$ cat config.mk
export PLATFORM = sky130hd
export DESIGN_NAME = burst_addr_seq
export DESIGN_NICKNAME = d
export VERILOG_FILES = /design/src/rtl/bseq_pkg.sv /design/src/rtl/bseq_start_reg.sv /design/src/rtl/bseq_beat_fsm.sv /design/src/rtl/bseq_offset_map.sv /design/src/rtl/burst_addr_seq.sv
export SDC_FILE = /design/constraint.sdc
export NUM_CORES = 1
export LEC_CHECK = 0
export BUFFER_PORTS_ARGS = -buffer_cell sky130_fd_sc_hd__buf_2
export CORE_AREA = 2 2 39 41
export DETAILED_ROUTE_END_ITERATION = 12
export DIE_AREA = 0 0 41 43
export HOLD_SLACK_MARGIN = 0.12
export SYNTH_ARGS = -nofsm -noshare
export SYNTH_HDL_FRONTEND = slang
export SYNTH_SLANG_ARGS = --single-unit
$ cat constraint.sdc
create_clock -name clk -period 1.7 [get_ports clk]
set_input_delay 0.255 -clock clk [delete_from_list [all_inputs] [get_ports clk]]
set_output_delay 0.255 -clock clk [all_outputs]
set_load 0.02 [all_outputs]
$ cat src/rtl/bseq_pkg.sv
package bseq_pkg;

    localparam int OFS_W = 2;
    localparam int BEATS = 1 << OFS_W;

    typedef enum logic [OFS_W-1:0] {
        BEAT_FIRST  = 2'd0,
        BEAT_SECOND = 2'd1,
        BEAT_THIRD  = 2'd2,
        BEAT_FOURTH = 2'd3
    } beat_state_t;

    typedef enum logic {
        ORDER_LINEAR     = 1'b0,
        ORDER_INTERLEAVE = 1'b1
    } burst_order_t;

endpackage

$ cat src/rtl/bseq_start_reg.sv
module bseq_start_reg #(
    parameter int W = 2
) (
    input  logic         clk,
    input  logic         rst,
    input  logic         load,
    input  logic [W-1:0] start_d,
    output logic [W-1:0] start_q
);

    always_ff @(posedge clk) begin
        if (rst)
            start_q <= '0;
        else if (load)
            start_q <= start_d;
    end

    // the captured start only changes on a load
    assert_start_held_R2: assert property (@(posedge clk) disable iff (rst)
        !load |=> $stable(start_q));

endmodule

$ cat src/rtl/bseq_beat_fsm.sv
module bseq_beat_fsm
    import bseq_pkg::*;
(
    input  logic             clk,
    input  logic             rst,
    input  logic             load,
    input  logic             adv_n,
    output logic [OFS_W-1:0] beat_cnt,
    output logic             last
);

    beat_state_t state_q, state_d;

    always_ff @(posedge clk) begin
        if (rst)
            state_q <= BEAT_FIRST;
        else
            state_q <= state_d;
    end

    always_comb begin
        state_d = state_q;
        if (load) begin
            state_d = BEAT_FIRST;
        end else if (!adv_n) begin
            unique case (state_q)
                BEAT_FIRST:  state_d = BEAT_SECOND;
                BEAT_SECOND: state_d = BEAT_THIRD;
                BEAT_THIRD:  state_d = BEAT_FOURTH;
                BEAT_FOURTH: state_d = BEAT_FIRST;
                default:     state_d = BEAT_FIRST;
            endcase
        end
    end

    always_comb begin
        beat_cnt = state_q;
        last     = 1'b0;
        unique case (state_q)
            BEAT_FIRST:  beat_cnt = 2'd0;
            BEAT_SECOND: beat_cnt = 2'd1;
            BEAT_THIRD:  beat_cnt = 2'd2;
            BEAT_FOURTH: begin
                beat_cnt = 2'd3;
                last     = 1'b1;
            end
            default: beat_cnt = 2'd0;
        endcase
    end

    // a load always lands on the first beat, even with advance low
    assert_load_first_R3: assert property (@(posedge clk) disable iff (rst)
        load |=> (beat_cnt == 2'd0) && !last);

    // suspend keeps the beat
    assert_hold_R6: assert property (@(posedge clk) disable iff (rst)
        (!load && adv_n) |=> $stable(beat_cnt) && $stable(last));

endmodule

$ cat src/rtl/bseq_offset_map.sv
module bseq_offset_map
    import bseq_pkg::*;
(
    input  logic             mode,
    input  logic [OFS_W-1:0] start,
    input  logic [OFS_W-1:0] beat,
    output logic [OFS_W-1:0] offset
);

    logic [OFS_W-1:0] lin_ofs;
    logic [OFS_W-1:0] ilv_ofs;

    always_comb begin
        lin_ofs = start + beat;
        ilv_ofs = start ^ beat;
        unique case (burst_order_t'(mode))
            ORDER_LINEAR:     offset = lin_ofs;
            ORDER_INTERLEAVE: offset = ilv_ofs;
            default:          offset = ilv_ofs;
        endcase
    end

    // interleaved offset never differs from start outside the beat bits
    always_comb begin
        if (mode == 1'b1)
            assert_ilv_map_R5: assert ((offset ^ start) == beat);
    end

endmodule

$ cat src/rtl/burst_addr_seq.sv
module burst_addr_seq
    import bseq_pkg::*;
(
    input  logic       clk,
    input  logic       rst,
    input  logic       load_i,
    input  logic [1:0] start_i,
    input  logic       adv_n_i,
    input  logic       mode_i,
    output logic [1:0] offset_o,
    output logic       last_beat_o
);

    logic [OFS_W-1:0] start_q;
    logic [OFS_W-1:0] beat_cnt;

    bseq_start_reg #(.W(OFS_W)) u_start (
        .clk     (clk),
        .rst     (rst),
        .load    (load_i),
        .start_d (start_i),
        .start_q (start_q)
    );

    bseq_beat_fsm u_fsm (
        .clk      (clk),
        .rst      (rst),
        .load     (load_i),
        .adv_n    (adv_n_i),
        .beat_cnt (beat_cnt),
        .last     (last_beat_o)
    );

    bseq_offset_map u_map (
        .mode   (mode_i),
        .start  (start_q),
        .beat   (beat_cnt),
        .offset (offset_o)
    );

    // the sampled start appears on the next cycle
    assert_load_offset_R2: assert property (@(posedge clk) disable iff (rst)
        load_i |=> offset_o == $past(start_i));

    // a linear step adds one modulo 4 when mode is steady
    assert_lin_step_R4: assert property (@(posedge clk) disable iff (rst)
        (!load_i && !adv_n_i && !mode_i) |=>
            (mode_i != $past(mode_i)) || (offset_o == 2'($past(offset_o) + 2'd1)));

    // stepping past the last beat returns to the start offset
    assert_wrap_R7: assert property (@(posedge clk) disable iff (rst)
        (last_beat_o && !load_i && !adv_n_i) |=> (offset_o == start_q) && !last_beat_o);

    // the last-beat flag only rises after an advance
    assert_last_rise_R8: assert property (@(posedge clk) disable iff (rst)
        $rose(last_beat_o) |-> $past(!load_i && !adv_n_i));

endmodule

# Yosys cells after proc, flatten, opt, wreduce, memory -nomap -nowiden
# Cells that the tools add are included.
# op_classes
n_addsub	1
eq_ne	3
n_mux	4
bitwise_logic	2
reduce_logical	2
# ops
cell	count
2-bit case mux with 4 select lines	2
2-bit equality test (second input constant)	2
2-bit case mux with 2 select lines	1
2-bit adder	1
2-bit by 1-bit equality test with 1-bit output (second input constant)	1
2-bit zero test	1
2-bit OR reduction	1
2-bit XOR	1
1-bit 2-to-1 mux	1
1-bit inverter	1
# totals
regBits	4
input_bits	7
out_inout_bits	3

# Depth between registers and ports, before layout
# depth
word_depth	4
mapped_depth	4
mapped_depth_nobuf	4

# Hierarchy
# A second synthesis with hierarchy kept.
# hier_totals
hier_cells	25
hier_area_um2	250.2
# modules_own_cells
module	instances	cells_each	area_each_um2	seq_area_each_um2
bseq_beat_fsm	1	15	146.4	40.0
bseq_start_reg	1	6	67.6	40.0
bseq_offset_map	1	4	36.3	0.0

# Worst setup path after synthesis
# OpenSTA, ideal clock, no wires.
# synth_timing
path_type	register to output
from	reg u_fsm.state_q[0]
to	out offset_o[1]
arrival_ns	1.216
setup_slack_ns	0.229
stages_incl_launch_ff	5
path_buffers	0
path_cell_list	dfxtp_1 > inv_1 > ha_1 > o21bai_2 > xnor3_1
# synth_between
elab_chain_cells	4
word_cells_on_any_way	8
cone_classes	add/sub (1); eq/ne (3); mux (2); bitwise (1); reduce/logical (1)
# synth_lines
item	line	rtl
start, declared	bseq_beat_fsm.sv:12	beat_state_t state_q, state_d;
start signal, assigned	bseq_beat_fsm.sv:18	state_q <= state_d;
2-bit equality test, or another cell as far along	bseq_beat_fsm.sv:39	unique case (state_q)
2-bit case mux with 4 select lines (*)	bseq_beat_fsm.sv:39	
2-bit adder or 2-bit XOR (tied branches)	bseq_offset_map.sv:14, bseq_offset_map.sv:15	
2-bit case mux with 2 select lines (*)	bseq_offset_map.sv:16	unique case (burst_order_t'(mode))
end, declared	burst_addr_seq.sv:10	output logic [1:0] offset_o,
# Every way passes the cells marked *; elsewhere a longest branch is shown, timed or not.

# Final worst setup path
# Same ends and word-level chain as after synthesis.

==> results.md <==
- Antenna diodes: 0
- Core ar.: 1380 um2
- Final cell count without fillers: 49
- Leak: 0.165 nW
- DP HPWL: 349 um
- Power share of the clock group: 0.446
- Starting Density: 0.174
- WHS: 0.240 ns
- Min Clock Period, post-route: 1.61 ns
- Top routing layer used: met3
- Wire length on met2: 199 um
- Utilization after layout: 0.243
- Max Cap Violations: 0
- Number of I/O pins: 10
- Total power: 257 uW
- Power share of the sequential group: 0.398
- Vias in the first global route: 192
- CTS tree: yes
- Slew of the pin with the lowest slew margin: 0.257 ns
- Clock-pin slew on the worst setup and hold paths: 0.04 ns
- Status: finished clean
- Critical Path RT: 1.44 ns
- Register bit total from synthesis: 4
- Chip Width: 41 um
- Worst setup margin: 0.0880 ns
- Gr ovfl total: 0
- DR vias/cell: 3.67
- Clk_lat worst skew: 0.23 ns
- Netlist cell types: 10
- Chip height: 43 um
- Net Sw Frac: 0.226
- # H-tree levels: 1
- Initial DRC Count: 0
- DR WL met3: 22 um
- Routability congestion estimate: 0.641
- Hold Crit Class: in -> reg
- Total CTS buffers: 3
- VDD IR-drop max: 0.000274 V
- Slew Limit Fails: 0
- Post-synthesis cell count: 21
- Routed length per instance: 8.53 um
- Seq/Total Area, Yosys: 0.333
- Internal power: 199 uW
- Final hold violations: 0
- Fmax: 0.620 GHz
- Post-Place Setup Slack: 0.108 ns
- Routed WL: 418 um
- Synth warn: 0
- Antenna viol nets, final: 0
- Clock tree buffer depth: 2
- Final net count: 46
- Via count: 180
- Die ar.: 1760 um2
- Worst slew margin: 0.828
- Overall routing resource usage: 0.0634
- Syn Nets: 32
- Reg-to-reg setup timing slack: 0.69 ns
- Setup TNS: 0 ns
- Critical Path AT: 1.36 ns
- Worst Path Max Fanout: 3
- Clock Skew: 0.0000215 ns
- Pwr/cell area: 764 nW/um2
- Syn Std Cell Area: 240 um2
- Mean post-synth cell area: 11.4 um2
- Synth-to-layout area growth: 40.1%
- Startpoint types: register
- Detailed Routing Iterations Pass 1: 1
- Switch Pwr: 58.2 uW
- Setup CP Type: reg -> out
- Dpl cells: 46
- Comb power frac: 0.156
- Root buf cell: clkbuf_4
- Clk sinks: 4
- Fraction of layout cells with a size suffix above 1: 0.515
- Metal-1 WL: 196 um
- Setup crit end kind: output port
- FP Rows: 14
- DRC errors left: 0
- Placed instance area: 305 um2
- Initial antenna violation count: 0
- Largest net degree at the start of global routing: 5
- Fin crit share: 0.948
- Final instance area: 337 um2
- RSZ-0062 raised after global routing: no
- Port bufs: 9
- Setup Viol. Count Final: 0
- Global-route wire length before repair: 696 um
cells in the mapped netlist:
master	number	share of area
dfxtp_1	4	0.33
ha_1	4	0.21
mux2i_1	3	0.13
inv_1	2	0.031
nor2_1	2	0.031
nor3_1	2	0.042
a2111oi_2	1	0.062
nor2b_1	1	0.026
o21bai_2	1	0.047
xnor3_1	1	0.094
timing repair:
item,CTS,global route
hold buffers,0,0
buffers inserted,0,0
resized for setup,5,0
endpoints found under the setup margin,1,0
hold endpoints to repair,0,0
power by group through the flow:
stage               registers (mW)  logic (mW)  clock network [mW]
global route                 0.103      0.0440               0.130
detailed placement           0.103      0.0383                   0
CTS                          0.103      0.0410               0.124
floorplan                    0.102      0.0231                   0
finish                       0.102      0.0401               0.115
global placement             0.103      0.0376                   0
cells by family after synthesis:
kind of cell	after synthesis	share of synthesized area
AND/OR/NAND/NOR	5	0.0990
adder cells (fa/ha/maj)	4	0.208
flip-flops	4	0.333
multiplexers	3	0.125
AO/OA/AOI/OAI	2	0.109
buffers and inverters	2	0.0313
XOR/XNOR	1	0.0937
placed cells by master (no fill, tap or decap), drive strengths merged:
cell type / synthesis / layout
dfxtp: 4 / 4
o21bai: 1 / 1
clkbuf: 0 / 3
nor2: 2 / 2
nor2b: 1 / 1
ha: 4 / 4
buf: 0 / 9
xnor3: 1 / 1
inv: 2 / 2
mux2i: 3 / 3
a2111oi: 1 / 1
nor3: 2 / 2
flip-flops by register name (all words and copies together) (netlist names):
register	flops
u_start.start_q	2
u_fsm.state_q	2
critical path: stages, from the launching register on:
cell and delay, ns:
dfxtp_2 0.34, inv_2 0.05, ha_1 0.21, o21bai_2 0.14, xnor3_1 0.23, buf_6 0.14
final timing paths:
check | from | endpoint | cells after the start
setup / recovery | u_fsm.state_q[0] | offset_o[1] | 5
hold reg to reg | u_start.start_q[0] | u_start.start_q[0] | 2
hold / removal | rst | u_fsm.state_q[1] | 2
setup reg to reg | u_fsm.state_q[0] | u_fsm.state_q[0] | 4
cell type report:
type,count,area [um2]
fillers,152,1050
multi-input cells,15,153
flip-flops and latches,4,82.6
repair buffers,9,51.3
clock buffers,3,22.5
well taps,16,20.0
inverters,2,7.51
per-layer routing:
metal  vias to the layer above  track usage
li1                         98            -
met4                         0       0.0800
met2                         5       0.0719
met1                        77       0.0812
met5                         -            0
met3                         0       0.0157
Power figures use the tool's default switching activity.
